<file path="config.mk">
export PLATFORM = sky130hd
export DESIGN_NAME = colseq_top
export DESIGN_NICKNAME = d
export VERILOG_FILES = /design/src/rtl/colseq_pkg.sv /design/src/rtl/colseq_loader.sv /design/src/rtl/colseq_xfer.sv /design/src/rtl/colseq_top.sv
export SDC_FILE = /design/constraint.sdc
export NUM_CORES = 1
export LEC_CHECK = 0
export BUFFER_PORTS_ARGS = -buffer_cell sky130_fd_sc_hd__buf_2
export CAP_MARGIN = 0
export CORE_MARGIN = 2
export CORE_UTILIZATION = 60
export CTS_CLUSTER_SIZE = 20
export DETAILED_ROUTE_END_ITERATION = 10
export GPL_ROUTABILITY_DRIVEN = 0
export HOLD_SLACK_MARGIN = 0.02
export PLACE_DENSITY = 0.86
export SLEW_MARGIN = 30
export SYNTH_ARGS = -nofsm -noshare
export SYNTH_HDL_FRONTEND = slang
export SYNTH_SLANG_ARGS = --single-unit
</file>
<file path="constraint.sdc">
create_clock -name clk_i -period 27.8 [get_ports clk_i]
set_input_delay 2.78 -clock clk_i [delete_from_list [all_inputs] [get_ports clk_i]]
set_output_delay 2.78 -clock clk_i [all_outputs]
set_load 0.01 [all_outputs]
</file>
<file path="src/rtl/colseq_pkg.sv">
`timescale 1ns/1ps
package colseq_pkg;

    // Channel slot for the pos-th word of a sequence in the given direction.
    function automatic int unsigned slot_of(int unsigned pos, logic down, int unsigned n);
        return down ? (n - 1 - pos) : pos;
    endfunction

endpackage

</file>
<file path="src/rtl/colseq_loader.sv">
`timescale 1ns/1ps
module colseq_loader
    import colseq_pkg::*;
#(
    parameter int DATA_W = 12,
    parameter int CH_N   = 6
) (
    input  logic                     clk_i,
    input  logic                     clr_ni,
    input  logic                     en_i,
    input  logic                     start_i,
    input  logic                     down_i,
    input  logic [DATA_W-1:0]        data_i,
    output logic [CH_N*DATA_W-1:0]   bank_o,
    output logic [CH_N-1:0]          strobe_o
);
    localparam int IDX_W  = (CH_N > 1) ? $clog2(CH_N) : 1;
    localparam int BANK_W = CH_N * DATA_W;
    localparam logic [IDX_W-1:0] LAST = IDX_W'(CH_N - 1);

    typedef struct packed {
        logic              armed;
        logic              busy;
        logic [IDX_W-1:0]  cnt;
        logic [BANK_W-1:0] bank;
    } ld_state_t;

    ld_state_t        st_d, st_q;
    logic             wr;
    logic [IDX_W-1:0] pos;
    logic [IDX_W-1:0] slot;

    always_comb begin
        st_d     = st_q;
        strobe_o = '0;
        pos      = st_q.armed ? '0 : st_q.cnt;
        slot     = IDX_W'(slot_of(32'(pos), down_i, CH_N));
        wr       = en_i && (st_q.armed || st_q.busy);
        if (en_i) begin
            st_d.armed = start_i;
            if (wr) begin
                st_d.bank[int'(slot)*DATA_W +: DATA_W] = data_i;
                strobe_o[slot] = 1'b1;
                if (pos == LAST) begin
                    st_d.busy = 1'b0;
                    st_d.cnt  = '0;
                end else begin
                    st_d.busy = 1'b1;
                    st_d.cnt  = pos + IDX_W'(1);
                end
            end
        end
    end

    always_ff @(posedge clk_i or negedge clr_ni) begin
        if (!clr_ni) st_q <= '0;
        else         st_q <= st_d;
    end

    assign bank_o = st_q.bank;

    // an armed start opens the sequence at its first slot on that edge
    assert_first_word_opens_seq_R4: assert property (@(posedge clk_i) disable iff (!clr_ni)
        (en_i && st_q.armed) |=> (st_q.busy && st_q.cnt == IDX_W'(1)));

    // a start arriving mid-sequence resets the pointer
    assert_restart_resets_ptr_R6: assert property (@(posedge clk_i) disable iff (!clr_ni)
        (en_i && st_q.armed && st_q.busy) |=> (st_q.cnt == IDX_W'(1)));

    // the sixth word closes the sequence
    assert_seq_closes_R5: assert property (@(posedge clk_i) disable iff (!clr_ni)
        (en_i && st_q.busy && !st_q.armed && st_q.cnt == LAST) |=> !st_q.busy);

    // edges without a write leave the first rank untouched
    assert_idle_bank_frozen_R5: assert property (@(posedge clk_i) disable iff (!clr_ni)
        !(en_i && (st_q.armed || st_q.busy)) |=> $stable(st_q.bank));

endmodule

</file>
<file path="src/rtl/colseq_xfer.sv">
`timescale 1ns/1ps
module colseq_xfer #(
    parameter int DATA_W = 12,
    parameter int CH_N   = 6
) (
    input  logic                    clk_i,
    input  logic                    clr_ni,
    input  logic                    xfer_i,
    input  logic                    invert_i,
    input  logic [CH_N*DATA_W-1:0]  bank_i,
    output logic [CH_N*DATA_W-1:0]  code_o,
    output logic                    invert_o
);
    localparam int BANK_W = CH_N * DATA_W;

    typedef struct packed {
        logic pend;
        logic inv;
    } ctl_t;

    ctl_t              ctl_d, ctl_q;
    logic [BANK_W-1:0] out_d, out_q;

    always_comb begin
        ctl_d.pend = xfer_i;
        ctl_d.inv  = invert_i;
        out_d      = ctl_q.pend ? bank_i : out_q;
    end

    always_ff @(posedge clk_i or negedge clr_ni) begin
        if (!clr_ni) ctl_q <= '0;
        else         ctl_q <= ctl_d;
    end

    always_ff @(negedge clk_i or negedge clr_ni) begin
        if (!clr_ni) out_q <= '0;
        else         out_q <= out_d;
    end

    assign code_o   = out_q;
    assign invert_o = ctl_q.inv;

    // without a pending transfer the output rank holds
    assert_outputs_hold_R7: assert property (@(negedge clk_i) disable iff (!clr_ni)
        !ctl_q.pend |=> $stable(out_q));

    // a pending transfer copies the first rank as it stood before the edge
    assert_xfer_copies_rank_R7: assert property (@(negedge clk_i) disable iff (!clr_ni)
        ctl_q.pend |=> (out_q == $past(bank_i)));

endmodule

</file>
<file path="src/rtl/colseq_top.sv">
`timescale 1ns/1ps
module colseq_top #(
    parameter int DATA_W = 12,
    parameter int CH_N   = 6
) (
    input  logic                    clk_i,
    input  logic                    rst_ni,
    input  logic [DATA_W-1:0]       pix_data_i,
    input  logic                    seq_start_i,
    input  logic                    xfer_i,
    input  logic                    edge_rise_sel_i,
    input  logic                    fill_down_i,
    input  logic                    invert_i,
    input  logic                    standby_i,
    output logic [CH_N*DATA_W-1:0]  chan_code_o,
    output logic                    invert_o,
    output logic [CH_N-1:0]         load_strobe_o
);
    localparam int BANK_W = CH_N * DATA_W;
    localparam int EDGES  = 2;

    logic              clr_n;
    logic [BANK_W-1:0] bank_w [EDGES];
    logic [CH_N-1:0]   strb_w [EDGES];
    logic [BANK_W-1:0] first_rank;

    assign clr_n = rst_ni & ~standby_i;

    // g = 0 loads on rising edges, g = 1 on falling edges
    for (genvar g = 0; g < EDGES; g++) begin : g_edge
        logic lclk;
        logic len;
        assign lclk = (g == 0) ? clk_i : ~clk_i;
        assign len  = (g == 0) ? edge_rise_sel_i : ~edge_rise_sel_i;

        colseq_loader #(.DATA_W(DATA_W), .CH_N(CH_N)) i_loader (
            .clk_i    (lclk),
            .clr_ni   (clr_n),
            .en_i     (len),
            .start_i  (seq_start_i),
            .down_i   (fill_down_i),
            .data_i   (pix_data_i),
            .bank_o   (bank_w[g]),
            .strobe_o (strb_w[g])
        );
    end

    assign first_rank    = edge_rise_sel_i ? bank_w[0] : bank_w[1];
    assign load_strobe_o = edge_rise_sel_i ? strb_w[0] : strb_w[1];

    colseq_xfer #(.DATA_W(DATA_W), .CH_N(CH_N)) i_xfer (
        .clk_i    (clk_i),
        .clr_ni   (clr_n),
        .xfer_i   (xfer_i),
        .invert_i (invert_i),
        .bank_i   (first_rank),
        .code_o   (chan_code_o),
        .invert_o (invert_o)
    );

    // standby keeps every held code and strobe at zero
    assert_standby_clears_R9: assert property (@(posedge clk_i) disable iff (!rst_ni)
        standby_i |-> (chan_code_o == '0 && load_strobe_o == '0 && !invert_o));

    // at most one channel is strobed
    assert_strobe_onehot_R11: assert property (@(posedge clk_i) disable iff (!rst_ni)
        $onehot0(load_strobe_o));

endmodule

</file>
==> metrics.txt, run 1 <==
Worst Reg-to-Reg Cells=2; capturing point of the worst reg2reg path=i_xfer.code_o[69]; Final setup viols=0; CTS H-Tree Depth=1; WHS=0.442 ns; CP Max Fanout=13; Routed Antenna Nets=0; starting density of the core=61.1%; met2 wire len=14,300 um; Core ar.=0.0195 mm^2; Critical Path RT=14.27 ns; CTS Root Cell=clkbuf_16; critical path launch point type=input pin; wire per inst=20.9 um; Setup TNS Final=0 ns; Post-CTS Resized=0; Post-synth EDFFs=0; post-layout util=68.6%; most frequent cells in the layout=dfrtn_1, nor2_1, nand2_1, a21oi_1, mux2i_1; DR DRC count=0; Die Height=145 um; P_int=873 uW; top routing layer in use=met4; worst-margin pin slew=0.971 ns; switch share=39.7%; Initial DRT Pass Iterations=6; deepest clock path buffer count=3; post-synthesis sequential area ratio=48.0%; Syn. warnings=0; Die ar.=0.0210 mm^2; Port Buffer Count=98; vias after detailed routing=9,483; status=finished clean; RSZ-0062 raised after global routing=no; synthesized cell area=0.0119 mm^2; row cnt=51; Area Overhead vs Synth=12.2%; nets@finish=1,269; WL final=31,500 um; worst min path class=register to register; # IOs=99; CTS buffer count=23; Hold Violations, Final=0; sink of the worst hold path=g_edge[1].i_loader.bank_o[43]; logic gate share of total power=42.0%; CP endpoint kind=register; Initial DRC Count=1,245; vias in the first global route=9,277; syn_nets=1,199; WL met1=12,600 um; Sequential Power Share=35.5%; Post-Layout Inst Area=0.0134 mm^2; Min-Delay Startpoint=g_edge[1].i_loader.bank_o[43]; clk_lat worst skew=0.53 ns; switching pwr=575 uW; Max Slew Vio Count=0; hold path depth=1; ratio of cells with drive above 1 in the final layout=21.1%; Yosys cell types=71; number of diodes=0; Async SR Flop Fraction=100%; r2r startpoint=i_xfer.ctl_q[1]; CTS tree=done; Fill cells=1,391; leading cell type in the layout, fill and taps excluded=dfrtn_1; Vias/cell=6.28; Setup Buffers After CTS=0; Gate Count Post-Synth=1,157; Max Cap Viol=0; Die W=145 um; Slew HR=35.3%; Worst Clk Skew=0.00593 ns; VDD IR max=0.0602 mV; CP arrival=6.96 ns; clock power share=22.5%; first-pass GRT wire length=49,600 um; post-place instance area=0.0125 mm^2; FF+latch count, synth=228; total grt overflow=0; Sink Count=228; hold_buf cts=0; largest net degree at the start of global routing=84; clk slew on worst S/H paths=0.05 ns; initial antenna violation count=0; reg2reg setup slack=11.98 ns; WS Path Type=input pin to register; Leak=0.00643 uW; Met3 Wirelength=2880 um; synthesized area per cell=10.3 um^2; GRT Resource Usage Total=30.4%; Most used DFF post-synth=dfrtn_1; power per cell area=108 mW/mm^2; post-DP HPWL=21,800 um
==> power groups by stage <==
stage | registers, uW | clock network [uW] | logic [uW]
finish | 514 | 325 | 609
detailed placement | 517 | 0 | 581
global route | 527 | 342 | 654
floorplan | 510 | 0 | 416
global placement | 510 | 0 | 562
CTS | 514 | 328 | 590
==> worst max-delay path, stage by stage <==
cell and delay (ns):
buf_2 0.21, xnor2_2 0.49, ha_1 0.30, inv_1 0.09
fa_1 0.43, and2_1 0.18, a32o_2 0.29, nor3_1 0.20
ha_1 0.40, nor4_1 0.45, nand2_1 0.12, nor3_1 0.18
a31oi_1 0.06, a21oi_1 0.37, mux2_2 0.38
==> logic make-up (layout without fill, tap and decap cells) <==
group,count (synthesis),count (layout),share of synthesized area [%]
AOI/OAI and AO/OA,254,254,13.5
muxes,208,208,18.6
xor gates and xnor gates,13,13,1.53
adders and majority gates,22,22,2.44
and+or+nand+nor,337,337,12.7
buffers and inverters,95,182,3.24
DFF,228,228,48.0
==> synth_stat cells (3+ instances only) <==
master    number  area (um^2)
dfrtn_1      149         3730
nor2_1       138          518
nand2_1      110          413
a21oi_1      107          536
mux2i_1      103         1030
mux2_2        89         1000
dfrtp_1       79         1980
o21ai_0       48          240
clkbuf_1      46          173
inv_1         33          124
a22o_1        27          236
nand3_1       22          110
ha_1          20          250
mux2_1        16          180
nor3_1        16         80.1
o22ai_1       11         68.8
a22oi_1        9         67.6
and2_1         9         56.3
a31oi_1        7         43.8
a21o_1         6         45.0
buf_1          6         22.5
o31ai_1        6         45.0
xnor2_1        6         52.6
a32o_1         5         50.1
and3_1         5         31.3
buf_2          5         25.0
nand3b_1       4         30.0
nand4_1        4         25.0
o21ai_1        4         20.0
buf_6          3         33.8
nand2b_1       3         18.8
nor2b_1        3         18.8
o211ai_1       3         22.5
o21a_1         3         22.5
==> metal layers <==
layer / vias up / GRT usage, %
li1: 4244 / -
met1: 4508 / 40.7
met2: 558 / 48.2
met3: 173 / 5.46
met4: 0 / 15.0
met5: - / 0
==> sequential cells by signal, summed over array words and instances, names as in the netlist <==
register / cells
i_xfer.invert_o: 1
g_edge.i_loader.st_q: 10
i_xfer.ctl_q: 1
g_edge.i_loader.bank_o: 144
i_xfer.code_o: 72
==> area by class of cell <==
cell class	count	area, um^2	area share (%)
Multi-Input combinational cell	834	5820	43.6
Sequential cell	228	5710	42.8
Clock buffer	32	659	4.94
Timing Repair Buffer	105	557	4.17
Tap cell	265	332	2.48
Clock inverter	10	143	1.07
Inverter	35	131	0.984
==> through the flow <==
step	setup slack (ns)	std cells	power [uW]
CTS	7.43	1509	1430
finish	7.31	1509	1450
global route	7.09	1509	1520
detailed placement	6.88	1467	1100
floorplan	3.22	1157	926
global placement	7.07	1467	1070
==> worst max path at each step <==
| stage | startpoint | to | slack, ns | cells past startpoint |
|---|---|---|---|---|
| global placement | fill_down_i | g_edge[1].i_loader.bank_o[9] | 7.07 | 15 |
| floorplan | rst_ni | g_edge[1].i_loader.bank_o[0] | 3.22 | 1 |
| finish | fill_down_i | g_edge[1].i_loader.bank_o[11] | 7.31 | 15 |
| CTS | fill_down_i | g_edge[1].i_loader.bank_o[11] | 7.43 | 15 |
| global route | fill_down_i | g_edge[1].i_loader.bank_o[8] | 7.09 | 15 |
| detailed placement | fill_down_i | g_edge[1].i_loader.bank_o[11] | 6.88 | 15 |
(Power assumes the default switching activity.)
==> run 2: changes to the inputs <==
Settings changed: ABC_AREA set to 1, CORE_UTILIZATION 60 to 55, PLACE_DENSITY 0.86 to 0.83.
Clock period 27.8 ns to 16.8 ns, I/O delays scaled along.
==> metrics.txt, run 2 <==
most frequent cells in the layout=nand2_1, nor2_1, dfrtn_1, nand3_1, buf_2; CTS tree=done; vias in the first global route=11,100 (+20%); vias after detailed routing=11,900 (+25%); largest net degree at the start of global routing=189 (+130%); Sink Count=228 (unchanged); Initial DRT Pass Iterations=10 (+4); Leak=0.00695 uW (+8.1%); CTS buffer count=24 (+4.3%); Adder-Cell Fraction of Synth Area=2.37% (-0.075 points); Vias/cell=5.93 (-5.6%); Min-Delay Startpoint=g_edge[1].i_loader.bank_o[10]; Final setup viols=0 (unchanged); Fill cells=1,933 (+39%); CTS Root Cell=clkbuf_16; CTS H-Tree Depth=1 (unchanged); Syn. warnings=0 (unchanged); max incr delay on CP=0.60 ns (+0.11 ns); Die ar.=0.0235 mm^2 (+12%); Synth Area in Simple Gates=33.4% (+21 points); share of the synthesized area in the top cell type=30.4% (-0.96 points); Port Buffer Count=98 (unchanged); DR DRC count=0 (unchanged); leading cell type in the layout, fill and taps excluded=nand2_1; max reg flops=144 (unchanged); wire per inst=17.8 um (-15%); Die Height=153 um (+5.9%); Slew HR=39.1% (+3.8 points); Die W=153 um (+5.9%); count leader, synth=nand2_1; Async SR Flop Fraction=100% (unchanged); reg2reg setup slack=6.36 ns (-5.62 ns); deepest clock path buffer count=3 (unchanged); Hold Violations, Final=0 (unchanged); post-synth top area cell=dfrtn_1; Worst Setup SP=fill_down_i; CP Max Fanout=22 (+9); post-DP HPWL=25,500 um (+17%); slowest CP cell=nor2_2; CP arrival=5.82 ns (-1.14 ns); power per cell area=178 mW/mm^2 (+64%); nets@finish=1,744 (+37%); r2r startpoint=i_xfer.ctl_q[1]; WHS=0.422 ns (-0.0198 ns); hold path depth=2 (+1); synthesized area per cell=7.45 um^2 (-27%); Core ar.=0.0219 mm^2 (+12%); mux contribution to synthesized area=0.938% (-18 points); Worst Clk Skew=0.0174 ns (+0.0115 ns); worst-margin pin slew=0.911 ns (-0.0598 ns); largest family of logic cells by synthesized area=simple AND/OR/NAND/NOR gates; Yosys cell types=39 (-45%); WL final=35,600 um (+13%); post-layout util=62.6% (-6.0 points); Most used DFF post-synth=dfrtn_1; syn_nets=1,688 (+41%); Post-CTS Resized=0 (unchanged); FF+latch count, synth=228 (unchanged); Routed Antenna Nets=0 (unchanged); Critical Path RT=8.78 ns (-5.49 ns); Initial DRC Count=1,838 (+48%); starting density of the core=56.1% (-5.1 points); Setup TNS Final=0 ns (unchanged); worst min path class=register to register; critical path launch point type=input pin; # IOs=99 (unchanged); initial antenna violation count=1 (+1); Post-synth EDFFs=0 (unchanged); Max Slew Vio Count=0 (unchanged); ratio of cells with drive above 1 in the final layout=12.4% (-8.6 points); clk_lat worst skew=0.53 ns (about the same); hold_buf cts=0 (unchanged); total grt overflow=0 (unchanged); synthesized cell area=0.0123 mm^2 (+3.2%); post-synthesis xor/xnor area fraction=0.143% (-1.4 points); RSZ-0062 raised after global routing=no; status=finished clean; capturing point of the worst reg2reg path=i_xfer.code_o[70]; CP endpoint kind=register; Synth area leaders=dfrtn_1, nand2_1, dfrtp_1, nand3_1, nor2_1; VDD IR max=0.0914 mV (+52%); post-synthesis sequential area ratio=46.5% (-1.5 points); first-pass GRT wire length=57,200 um (+15%); Setup Buffers After CTS=0 (unchanged); Worst Reg-to-Reg Cells=2 (unchanged); Commonest cells post-synth=nand2_1, nor2_1, dfrtn_1, nand3_1, inv_1; Area Overhead vs Synth=11.6%; Compound-Gate Fraction of Synth Area=10.6% (-2.9 points); WS Path Type=input pin to register; Max Cap Viol=0 (unchanged); crit-path cells=buf_2, inv_2, nand2_1, nand2_1, ha_1, inv_1, fa_1, nand2_1, inv_1, nor2_2, inv_1, nor2_1, inv_1, o22ai_2, nand2_1, nand2_1, nand2_1; CP most frequent cell=nand2_1; row cnt=54 (+5.9%); GRT Resource Usage Total=30.1% (-0.36 points); Gate Count Post-Synth=1,646 (+42%); sink of the worst hold path=g_edge[1].i_loader.bank_o[10]; number of diodes=0 (unchanged); clk slew on worst S/H paths=0.05 ns (about the same)
==> run 2: cell type report <==
class | count | area, um^2 | share of cell area (%)
inverters | 107 | 402 | 2.93
repair buffers | 106 | 583 | 4.26
flip-flops and latches | 228 | 5710 | 41.7
clock buffers | 28 | 616 | 4.50
well taps | 280 | 350 | 2.56
multi-input cells | 1235 | 5840 | 42.6
clock inverters | 16 | 196 | 1.43
==> run 2: cells by family after synthesis <==
family          Yosys count
compound gates          232
buf+inv                 183
flops                   228
fa+ha+maj                22
mux                      11
simple gates            968
xor+xnor                  2
==> run 2: routing by layer <==
| layer | wire [um] | vias to the layer above | global-route usage, % |
|---|---|---|---|
| met5 | 0 | - | 0 |
| met1 | 13800 | 5450 | 40.3 |
| met4 | 2210 | 0 | 15.9 |
| li1 | - | 5500 | - |
| met2 | 15700 | 736 | 46.8 |
| met3 | 3830 | 174 | 5.56 |
==> run 2: worst max-delay path by stage <==
stage	to	slack, ns	cells after the start
floorplan	g_edge[1].i_loader.bank_o[0]	2.33	2
global placement	g_edge[1].i_loader.bank_o[54]	2.75	17
detailed placement	g_edge[1].i_loader.bank_o[53]	2.60	17
CTS	g_edge[1].i_loader.bank_o[53]	3.13	17
global route	g_edge[1].i_loader.bank_o[22]	2.54	17
finish	g_edge[1].i_loader.bank_o[53]	2.96	17
==> run 2: power by group <==
group / internal, uW / total, uW / switching, uW
registers: 719 / 816 / 97.1
clock network: 326 / 551 / 226
logic: 289 / 1070 / 783
total: 1330 / 2440 / 1110
==> run 2: metrics by stage <==
stage | worst slack (ns) | cells | power, uW | cell area, um^2
CTS | 3.13 | 1999 | 2410 | 13700
detailed placement | 2.60 | 1955 | 1850 | 12800
floorplan | 2.33 | 1646 | 1570 | 12300
global placement | 2.75 | 1955 | 1820 | 12800
finish | 2.96 | 2000 | 2440 | 13700
global route | 2.54 | 2000 | 2590 | 13700
==> run 2: worst max-delay path, delay by kind of cell <==
| family | cells | cell delay [ns] |
|---|---|---|
| AO/OA/AOI/OAI | 1 | 0.35 |
| adder cells (fa/ha/maj) | 2 | 0.88 |
| buffers and inverters | 6 | 1.03 |
| AND/OR/NAND/NOR | 8 | 1.88 |
==> run 3: changes to the inputs <==
Settings changed: CORE_UTILIZATION 55 to 60, PLACE_DENSITY 0.83 to 0.86.
Clock period 16.8 ns to 14.49 ns, I/O delays scaled along.
==> metrics.txt, run 3 (synthesis gave the netlist of run 2 again) <==
Die W=147 um (-4.1%); vias after detailed routing=12,000 (+1.4%); CTS buffer count=23 (-4.2%); CTS H-Tree Depth=1 (unchanged); CTS tree=done; power per cell area=204 mW/mm^2 (+15%); Final setup viols=0 (unchanged); Hold Violations, Final=0 (unchanged); Sink Count=228 (unchanged); leading cell type in the layout, fill and taps excluded=nand2_1; # IOs=99 (unchanged); Max Slew Vio Count=0 (unchanged); Fill cells=1,736 (-10%); Initial DRC Count=1,686 (-8.3%); Core ar.=0.0202 mm^2 (-7.9%); max reg flops=144 (unchanged); CP arrival=5.73 ns (-0.09 ns); CTS Root Cell=clkbuf_16; total grt overflow=0 (unchanged); hold_buf cts=0 (unchanged); Post-CTS Resized=0 (unchanged); Die ar.=0.0216 mm^2 (-8.1%); Worst Clk Skew=0.0105 ns (-0.00693 ns); Die Height=147 um (-4.1%); vias in the first global route=11,200 (+0.34%); worst-margin pin slew=0.912 ns (+0.000595 ns); status=finished clean; VDD IR max=0.148 mV (+62%); post-DP HPWL=25,700 um (+0.81%); clk slew on worst S/H paths=0.05 ns (about the same); Routed Antenna Nets=0 (unchanged); post-layout util=67.4% (+4.9 points); GRT Resource Usage Total=33.2% (+3.1 points); most frequent cells in the layout=nand2_1, nor2_1, dfrtn_1, nand3_1, buf_2; CP Max Fanout=22 (unchanged); Setup TNS Final=0 ns (unchanged); deepest clock path buffer count=3 (unchanged); clk_lat worst skew=0.54 ns (about the same); Setup Buffers After CTS=0 (unchanged); Worst Reg-to-Reg Cells=2 (unchanged); Vias/cell=6.04 (+1.9%); critical path launch point type=input pin; Area Overhead vs Synth=10.8%; Max Cap Viol=0 (unchanged); hold path depth=2 (unchanged); number of diodes=0 (unchanged); Critical Path RT=7.61 ns (-1.17 ns); WS Path Type=input pin to register; Initial DRT Pass Iterations=8 (-2); RSZ-0062 raised after global routing=no; DR DRC count=0 (unchanged); Slew HR=39.2% (+0.11 points); CP endpoint kind=register; row cnt=52 (-3.7%); worst min path class=register to register; Port Buffer Count=98 (unchanged); starting density of the core=60.8% (+4.8 points); nets@finish=1,745 (+0.057%); WL final=36,100 um (+1.2%); first-pass GRT wire length=57,100 um (-0.18%); initial antenna violation count=0 (-1); largest net degree at the start of global routing=167 (-12%); wire per inst=18.1 um (+1.7%); Leak=0.00689 uW (-0.78%); ratio of cells with drive above 1 in the final layout=12.2% (-0.29 points); total power draw=2770 uW (+14%)
[run 3: final timing paths]
path                                            endpoint                     startpoint  slack (ns)
setup reg to reg                       i_xfer.code_o[68]                i_xfer.ctl_q[1]        5.18
max in group asynchronous    g_edge[1].i_loader.st_q[72]                      standby_i        4.73
setup / recovery           g_edge[1].i_loader.bank_o[52]                    fill_down_i        1.89
min in group asynchronous  g_edge[0].i_loader.bank_o[62]                         rst_ni        1.24
hold / removal             g_edge[1].i_loader.bank_o[64]  g_edge[1].i_loader.bank_o[64]        0.43
hold reg to reg            g_edge[1].i_loader.bank_o[64]  g_edge[1].i_loader.bank_o[64]        0.43
[run 3: power breakdown]
group,leakage [uW],switching (uW),total (uW),internal [uW]
clock network,0.000344,256,575,318
registers,0.00298,115,949,834
logic,0.00357,914,1250,338
total,0.00689,1290,2770,1490
[run 3: per-layer routing]
| layer | wire length (um) | track usage [%] | vias up |
|---|---|---|---|
| li1 | - | - | 5503 |
| met1 | 13700 | 44.0 | 5584 |
| met2 | 15800 | 51.8 | 747 |
| met3 | 3990 | 6.18 | 193 |
| met4 | 2620 | 18.7 | 0 |
| met5 | 0 | 0 | - |
[run 3: final cells by class]
| cell class | instances | area (um^2) | share of cell area, % |
|---|---|---|---|
| inverters | 107 | 402 | 2.95 |
| clock buffers | 35 | 661 | 4.86 |
| repair buffers | 108 | 598 | 4.40 |
| clock inverters | 7 | 61.3 | 0.451 |
| flip-flops and latches | 228 | 5710 | 42.0 |
| multi-input cells | 1235 | 5830 | 42.9 |
| well taps | 270 | 338 | 2.48 |
[run 3: through the flow]
stage | area (um^2) | setup WS, ns | hold slack (ns) | cells
final | 13600 | 1.89 | 0.426 | 1990
after global routing | 13600 | 1.66 | 0.455 | 1990
after floorplan | 12300 | 1.40 | 0.403 | 1646
after detailed placement | 12900 | 1.64 | 0.426 | 1947
after global placement | 12900 | 1.86 | 0.418 | 1947
after CTS | 13600 | 2.10 | 0.433 | 1989
[run 3: worst max-delay path, cell delays in order]
cell and delay, ns:
buf_2 0.16, inv_2 0.06, nand2_1 0.06, nand2_1 0.38
ha_1 0.40, inv_1 0.20, fa_1 0.50, nand2_1 0.08
inv_1 0.08, nor2_2 0.57, inv_1 0.38, nor2_1 0.45
inv_1 0.17, o22ai_2 0.34, nand2_1 0.22, nand2_1 0.14
nand2_1 0.08
